==> src/rtl/prfz_pkg.sv <==
package prfz_pkg;

  typedef enum logic [1:0] {
    ST_IDLE      = 2'd0,
    ST_FRZ_REQ   = 2'd1,
    ST_FROZEN    = 2'd2,
    ST_START_REQ = 2'd3
  } frz_state_e;

  localparam logic [31:0] FILL_WORD   = 32'hDEAD_BEEF;
  localparam logic [1:0]  RESP_OK     = 2'b00;
  localparam logic [1:0]  RESP_SLVERR = 2'b10;

  localparam logic [1:0]  REG_CTRL    = 2'd0;
  localparam logic [1:0]  REG_STATUS  = 2'd1;
  localparam logic [1:0]  REG_LIMIT   = 2'd2;

  localparam int CTRL_START_BIT = 0;
  localparam int CTRL_DONE_BIT  = 1;
  localparam int CTRL_CLR_BIT   = 2;
  localparam int STAT_ERR_BIT   = 8;

endpackage

==> src/rtl/prfz_csr.sv <==
module prfz_csr
  import prfz_pkg::*;
#(
  parameter int TO_W   = 32,
  parameter int TO_DEF = 16
) (
  input  logic            clk,
  input  logic            rst,
  input  logic [1:0]      csr_addr,
  input  logic            csr_write,
  input  logic [31:0]     csr_writedata,
  input  logic            csr_read,
  output logic [31:0]     csr_readdata,
  output logic            csr_rvalid,
  input  frz_state_e      state,
  input  logic            err,
  output logic            cmd_start,
  output logic            cmd_done,
  output logic            cmd_clr,
  output logic [TO_W-1:0] to_limit
);

  logic ctrl_wr;
  logic [31:0] status_word;

  assign ctrl_wr   = csr_write && (csr_addr == REG_CTRL);
  assign cmd_start = ctrl_wr && csr_writedata[CTRL_START_BIT];
  assign cmd_done  = ctrl_wr && csr_writedata[CTRL_DONE_BIT];
  assign cmd_clr   = ctrl_wr && csr_writedata[CTRL_CLR_BIT];

  always_comb begin
    status_word = '0;
    status_word[1:0] = state;
    status_word[STAT_ERR_BIT] = err;
  end

  always_ff @(posedge clk) begin
    if (rst) begin
      to_limit <= TO_W'(TO_DEF);
    end else if (csr_write && (csr_addr == REG_LIMIT)) begin
      to_limit <= csr_writedata[TO_W-1:0];
    end
  end

  always_ff @(posedge clk) begin
    if (rst) begin
      csr_rvalid   <= 1'b0;
      csr_readdata <= '0;
    end else begin
      csr_rvalid <= csr_read;
      if (csr_read) begin
        case (csr_addr)
          REG_STATUS: csr_readdata <= status_word;
          REG_LIMIT:  csr_readdata <= 32'(to_limit);
          default:    csr_readdata <= '0;
        endcase
      end
    end
  end

  // a read strobe is always answered on the following cycle
  p_read_answered_r5: assert property (@(posedge clk) disable iff (rst)
    csr_read |=> csr_rvalid);

endmodule

==> src/rtl/prfz_seq.sv <==
module prfz_seq
  import prfz_pkg::*;
#(
  parameter int TO_W = 32
) (
  input  logic            clk,
  input  logic            rst,
  input  logic            cmd_start,
  input  logic            cmd_done,
  input  logic            cmd_clr,
  input  logic [TO_W-1:0] to_limit,
  input  logic            frz_ack,
  input  logic            start_ack,
  input  logic            drained,
  output frz_state_e      state,
  output logic            err,
  output logic            frz_req,
  output logic            start_req,
  output logic            region_reset,
  output logic            block
);

  frz_state_e nxt;
  logic [TO_W-1:0] timer;
  logic waiting;
  logic expired;

  assign waiting = (state == ST_FRZ_REQ) || (state == ST_START_REQ);
  assign expired = waiting && (nxt == state) && (to_limit != '0) &&
                   (timer == to_limit - TO_W'(1));

  always_comb begin
    nxt = state;
    case (state)
      ST_IDLE:      if (cmd_start)            nxt = ST_FRZ_REQ;
      ST_FRZ_REQ:   if (frz_ack && drained)   nxt = ST_FROZEN;
      ST_FROZEN:    if (cmd_done)             nxt = ST_START_REQ;
      ST_START_REQ: if (start_ack)            nxt = ST_IDLE;
      default:                                nxt = ST_IDLE;
    endcase
  end

  always_ff @(posedge clk) begin
    if (rst) begin
      state        <= ST_IDLE;
      frz_req      <= 1'b0;
      start_req    <= 1'b0;
      region_reset <= 1'b0;
      block        <= 1'b0;
    end else begin
      state        <= nxt;
      frz_req      <= (nxt == ST_FRZ_REQ) || (nxt == ST_FROZEN);
      start_req    <= (nxt == ST_START_REQ);
      region_reset <= (nxt == ST_FROZEN);
      block        <= (nxt != ST_IDLE);
    end
  end

  always_ff @(posedge clk) begin
    if (rst) begin
      timer <= '0;
    end else if (nxt != state) begin
      timer <= '0;
    end else if (waiting && (timer != '1)) begin
      timer <= timer + TO_W'(1);
    end
  end

  always_ff @(posedge clk) begin
    if (rst) begin
      err <= 1'b0;
    end else if (expired) begin
      err <= 1'b1;
    end else if (cmd_clr) begin
      err <= 1'b0;
    end
  end

  // the two handshake requests are mutually exclusive
  p_req_exclusive_r4: assert property (@(posedge clk) disable iff (rst)
    !(frz_req && start_req));

  // frozen is left only towards the restart request
  p_frozen_exit_r4: assert property (@(posedge clk) disable iff (rst)
    (state == ST_FROZEN) |=> (state == ST_FROZEN) || (state == ST_START_REQ));

  // the region is never frozen with a read still owed by it
  p_frozen_drained_r3: assert property (@(posedge clk) disable iff (rst)
    (state == ST_FROZEN) |-> drained);

  // the timeout error holds until cleared
  p_err_sticky_r5: assert property (@(posedge clk) disable iff (rst)
    (err && !cmd_clr) |=> err);

endmodule

==> src/rtl/prfz_bridge.sv <==
module prfz_bridge
  import prfz_pkg::*;
#(
  parameter int AW      = 12,
  parameter int DW      = 32,
  parameter int MAX_OUT = 4
) (
  input  logic          clk,
  input  logic          rst,
  input  logic          block,
  output logic          drained,
  input  logic [AW-1:0] h_addr,
  input  logic          h_read,
  input  logic          h_write,
  input  logic [DW-1:0] h_wdata,
  output logic          h_waitreq,
  output logic [DW-1:0] h_rdata,
  output logic          h_rvalid,
  output logic [1:0]    h_resp,
  output logic [AW-1:0] r_addr,
  output logic          r_read,
  output logic          r_write,
  output logic [DW-1:0] r_wdata,
  input  logic          r_waitreq,
  input  logic [DW-1:0] r_rdata,
  input  logic          r_rvalid
);

  localparam int CW = $clog2(MAX_OUT + 1);

  logic [CW-1:0] pend;
  logic room;
  logic pass_acc;
  logic loc_rd;

  assign room     = (pend < CW'(MAX_OUT));
  assign drained  = (pend == '0);
  assign r_addr   = h_addr;
  assign r_wdata  = h_wdata;
  assign r_read   = h_read && !block && room;
  assign r_write  = h_write && !block;
  assign pass_acc = r_read && !r_waitreq;
  assign loc_rd   = block && h_read && drained;

  always_comb begin
    if (block) begin
      h_waitreq = !drained;
    end else begin
      h_waitreq = r_waitreq || (h_read && !room);
    end
  end

  always_ff @(posedge clk) begin
    if (rst) begin
      pend <= '0;
    end else begin
      case ({pass_acc, r_rvalid})
        2'b10:   pend <= pend + CW'(1);
        2'b01:   pend <= pend - CW'(1);
        default: pend <= pend;
      endcase
    end
  end

  always_ff @(posedge clk) begin
    if (rst) begin
      h_rvalid <= 1'b0;
      h_rdata  <= '0;
      h_resp   <= RESP_OK;
    end else begin
      h_rvalid <= r_rvalid || loc_rd;
      if (r_rvalid) begin
        h_rdata <= r_rdata;
        h_resp  <= RESP_OK;
      end else if (loc_rd) begin
        h_rdata <= DW'(FILL_WORD);
        h_resp  <= RESP_SLVERR;
      end
    end
  end

  // outstanding region reads never exceed the cap
  p_pend_bound_r10: assert property (@(posedge clk) disable iff (rst)
    pend <= CW'(MAX_OUT));

  // a region response always belongs to an issued read
  p_resp_owned_r9: assert property (@(posedge clk) disable iff (rst)
    r_rvalid |-> !drained);

  // a local answer never coincides with a region response
  p_no_collision_r9: assert property (@(posedge clk) disable iff (rst)
    !(r_rvalid && loc_rd));

  // a local read is answered with the error code on the next cycle
  p_local_resp_r7: assert property (@(posedge clk) disable iff (rst)
    loc_rd |=> h_rvalid && (h_resp == RESP_SLVERR));

endmodule

==> src/rtl/pr_freeze_ctrl.sv <==
module pr_freeze_ctrl
  import prfz_pkg::*;
#(
  parameter int AW      = 12,
  parameter int DW      = 32,
  parameter int MAX_OUT = 4,
  parameter int TO_W    = 32,
  parameter int TO_DEF  = 16
) (
  input  logic          clk,
  input  logic          rst,
  input  logic [1:0]    csr_addr,
  input  logic          csr_write,
  input  logic [31:0]   csr_writedata,
  input  logic          csr_read,
  output logic [31:0]   csr_readdata,
  output logic          csr_rvalid,
  output logic          frz_req,
  input  logic          frz_ack,
  output logic          start_req,
  input  logic          start_ack,
  output logic          region_reset,
  input  logic [AW-1:0] h_addr,
  input  logic          h_read,
  input  logic          h_write,
  input  logic [DW-1:0] h_wdata,
  output logic          h_waitreq,
  output logic [DW-1:0] h_rdata,
  output logic          h_rvalid,
  output logic [1:0]    h_resp,
  output logic [AW-1:0] r_addr,
  output logic          r_read,
  output logic          r_write,
  output logic [DW-1:0] r_wdata,
  input  logic          r_waitreq,
  input  logic [DW-1:0] r_rdata,
  input  logic          r_rvalid
);

  frz_state_e      state;
  logic            err;
  logic            cmd_start;
  logic            cmd_done;
  logic            cmd_clr;
  logic [TO_W-1:0] to_limit;
  logic            drained;
  logic            block;

  prfz_csr #(.TO_W(TO_W), .TO_DEF(TO_DEF)) u_csr (
    .clk           (clk),
    .rst           (rst),
    .csr_addr      (csr_addr),
    .csr_write     (csr_write),
    .csr_writedata (csr_writedata),
    .csr_read      (csr_read),
    .csr_readdata  (csr_readdata),
    .csr_rvalid    (csr_rvalid),
    .state         (state),
    .err           (err),
    .cmd_start     (cmd_start),
    .cmd_done      (cmd_done),
    .cmd_clr       (cmd_clr),
    .to_limit      (to_limit)
  );

  prfz_seq #(.TO_W(TO_W)) u_seq (
    .clk          (clk),
    .rst          (rst),
    .cmd_start    (cmd_start),
    .cmd_done     (cmd_done),
    .cmd_clr      (cmd_clr),
    .to_limit     (to_limit),
    .frz_ack      (frz_ack),
    .start_ack    (start_ack),
    .drained      (drained),
    .state        (state),
    .err          (err),
    .frz_req      (frz_req),
    .start_req    (start_req),
    .region_reset (region_reset),
    .block        (block)
  );

  prfz_bridge #(.AW(AW), .DW(DW), .MAX_OUT(MAX_OUT)) u_bridge (
    .clk       (clk),
    .rst       (rst),
    .block     (block),
    .drained   (drained),
    .h_addr    (h_addr),
    .h_read    (h_read),
    .h_write   (h_write),
    .h_wdata   (h_wdata),
    .h_waitreq (h_waitreq),
    .h_rdata   (h_rdata),
    .h_rvalid  (h_rvalid),
    .h_resp    (h_resp),
    .r_addr    (r_addr),
    .r_read    (r_read),
    .r_write   (r_write),
    .r_wdata   (r_wdata),
    .r_waitreq (r_waitreq),
    .r_rdata   (r_rdata),
    .r_rvalid  (r_rvalid)
  );

  // while the region is isolated no write reaches it
  p_no_write_frozen_r8: assert property (@(posedge clk) disable iff (rst)
    (state != ST_IDLE) |-> !r_write);

  // region reset is only asserted together with the freeze request
  p_reset_with_freeze_r3: assert property (@(posedge clk) disable iff (rst)
    region_reset |-> frz_req);

endmodule

==> config.mk <==
export PLATFORM = sky130hd
export DESIGN_NAME = pr_freeze_ctrl
export DESIGN_NICKNAME = d
export VERILOG_FILES = /design/src/rtl/prfz_pkg.sv /design/src/rtl/prfz_csr.sv /design/src/rtl/prfz_seq.sv /design/src/rtl/prfz_bridge.sv /design/src/rtl/pr_freeze_ctrl.sv
export SDC_FILE = /design/constraint.sdc
export NUM_CORES = 1
export LEC_CHECK = 0
export ABC_AREA = 1
export BUFFER_PORTS_ARGS = -buffer_cell sky130_fd_sc_hd__buf_2
export CAP_MARGIN = 5
export CORE_MARGIN = 2
export CORE_UTILIZATION = 52
export DETAILED_ROUTE_END_ITERATION = 10
export PLACE_DENSITY_LB_ADDON = 0.1
export SYNTH_ARGS = -nofsm -noshare
export SYNTH_HDL_FRONTEND = slang
export SYNTH_SLANG_ARGS = --single-unit
==> constraint.sdc <==
create_clock -name clk -period 2.1 [get_ports clk]
set_input_delay 0.315 -clock clk [delete_from_list [all_inputs] [get_ports clk]]
set_output_delay 0.315 -clock clk [all_outputs]
set_load 0.01 [all_outputs]
==> impl_metrics.tcl <==
set metrics [dict create \
    syn2layout_area_growth_pct 19.0 \
    grt_pass1_vias 7028 \
    path_class "flip-flop to flip-flop" \
    hp-class "primary input to flip-flop" \
    regArea_um2 2820 \
    ys_ff_latch 141 \
    cp.arrival_ns 2.29 \
    gp_congestion 0.912 \
    dp_hpwl_um 15200 \
    die_h_um 124 \
    cts_tree "built" \
    skew_ns 0.0100 \
    clock_path_buffers 2 \
    fin_nets 1346 \
    holdWs_ns 0.128 \
    clock_latency_ns 0.43 \
    crit_top_cell "nor3_4" \
    vdd_drop_max_mv 0.693 \
    cts_buffers 17 \
    antenna_found_initial 0 \
    layout_common_cells "229 x nand2_1, 148 x buf_2, 141 x dfxtp_1" \
    dieArea_um2 15400 \
    fmax_mhz 501 \
    end_kind "flip-flop" \
    cp.required_ns 2.40 \
    fp.dieW_um 124 \
    htreeDepth 4 \
    ant_nets 0 \
    drive_gt1_share_pct 21.7 \
    grt_pass1_wl_um 33200 \
    yosysSeqAreaShare_pct 37.5 \
    grt_overflow_total 0 \
    grt_max_degree 59 \
    vias_per_cell 5.32 \
    ys_types 45 \
    drt_wl_total_um 20900 \
    syn_area_um2 7520 \
    drv_cap 0 \
    diodes 0 \
    pin_count 238 \
    drv_slew 0 \
    start_util_pct 53.8 \
    rows 43 \
    status "complete, no violations" \
    syn_avg_cell_area_um2 6.89 \
    min_period_ns 2.00 \
    period_share_pct 95.1 \
    cpMaxStageDelayCell "dfxtp_1" \
    nFillCells 1344 \
    core_um2 14000 \
    grtUsageTotal_pct 26.0 \
    multi_input_area_um2 3740 \
    syn-num-nets 1221 \
    first_pass_iters 5 \
    start_kind "flip-flop" \
    vias 7486 \
    root_buffer "clkbuf_16" \
    io_buffers 148 \
    post_dp_cell_area_um2 8240 \
    critical-path-max-stage-delay_ns 0.41 \
    path_clk_slew_ns 0.06 \
    cts_num_sinks 141 \
    setup_violations 0 \
    drc 0 \
    rsz0062_at_grt "yes" \
    p_per_area_nw_per_um2 773 \
    worstPathMaxFanout 6 \
    drt_iter0_drc 457 \
    routedWlPerCell_um 14.8 \
    synth_warnings 0 \
    postSynthCellCount 1091 \
    holdBufCountCts 0 \
    hold_viol 0 \
    final_common_cell "nand2_1" \
    path_cells "ha_2 > nand2_2 > nor3_4 > nand2_1 > nand3b_1 > nand2_4 > nor3_4 > buf_4 > a21oi_1 > nor3b_1" \
    p_leak_nw 4.21 \
    fin_area_um2 8950 \
    utilization_pct 64.0 \
]
logic make-up after synthesis:
logic type | Yosys count | share of synthesized area, %
adders and majority gates | 10 | 1.76
and+or+nand+nor | 523 | 30.7
xor gates and xnor gates | 31 | 3.61
AOI/OAI and AO/OA | 167 | 12.8
DFF | 141 | 37.5
other | 1 | 0.0499
buffers and inverters | 218 | 13.6
layout make-up:
cell class / instances / share of cell area (%)
clock buffers: 21 / 5.14
clock inverters: 10 / 1.55
inverters: 133 / 5.58
multi-input cells: 733 / 41.7
flip-flops and latches: 141 / 31.5
well taps: 180 / 2.52
repair buffers: 190 / 11.9
routing by layer:
layer / vias up / GRT usage [%] / share of wire, %
met5: - / 0 / 0
met4: 0 / 10.3 / 3.0
met3: 55 / 7.43 / 6.5
met2: 284 / 44.3 / 48
met1: 3416 / 30.9 / 42
li1: 3731 / - / -
power breakdown:
group,switching [mW],total (mW),internal [mW]
Combinational,0.596,0.941,0.345
Clock,1.18,3.10,1.93
Sequential,0.100,2.88,2.78
path summary, 6_finish.rpt:
path              cells after the start                endpoint                    from  slack (ns)
hold reg to reg                       2  u_csr.csr_readdata[25]  u_csr.csr_readdata[25]        0.46
setup reg to reg                     10         u_seq.timer[29]          u_seq.timer[0]        0.10
setup / recovery                     10         u_seq.timer[29]          u_seq.timer[0]        0.10
hold / removal                        3       u_csr.to_limit[4]        csr_writedata[4]        0.13
per-stage QoR:
step	power [mW]	setup TNS, ns	setup WS [ns]	cells
2_1_floorplan	3.61	0	0.316	1091
3_3_place_gp	3.83	0	0.138	1369
3_5_place_dp	3.84	0	0.0329	1369
4_1_cts	6.93	0	0.0187	1400
5_1_grt	7.19	-0.302	-0.0491	1408
6_report	6.92	0	0.104	1408
worst max-delay path, delay by kind of cell, from the launching register on:
family / cells / cell delay, ns
flip-flops: 1 / 0.41
adder cells (fa/ha/maj): 1 / 0.24
AND/OR/NAND/NOR: 7 / 0.97
AO/OA/AOI/OAI: 1 / 0.11
buffers and inverters: 1 / 0.14
flip-flops by register name, summed over array words and instances (netlist names), 2 cells and up:
name / cells
u_bridge.h_rdata: 32
u_csr.csr_readdata: 32
u_csr.to_limit: 32
u_seq.timer: 32
u_bridge.pend: 3
u_seq.state: 2
synth_stat cells, drive strengths merged:
cell type	instances	share of area, %
inv	130	6.5
nor3b	3	0.30
nor4	3	0.45
o21bai	4	0.40
nand3	71	4.8
buf	62	5.8
o221ai	25	2.9
or4	1	0.10
xnor2	12	1.4
nand3b	7	0.70
a31oi	1	0.083
conb	1	0.050
and3	1	0.083
xor2	19	2.2
nand4	22	1.8
nand2	244	13
fa	1	0.27
a211oi	1	0.10
o22ai	2	0.17
nor2	154	8.3
o211ai	1	0.10
o31ai	1	0.10
o21a	2	0.20
or2	2	0.17
o21ai	53	3.5
nor3	15	1.3
a21oi	77	5.2
ha	9	1.5
clkinv	3	0.15
clkbuf	23	1.2
dfxtp	141	38
repair_timing:
action | in CTS | in global routing
endpoints found under the setup margin | 0 | 27
setup buffers | 0 | 7
resized for setup | 0 | 17
(Power assumes the default switching activity.)
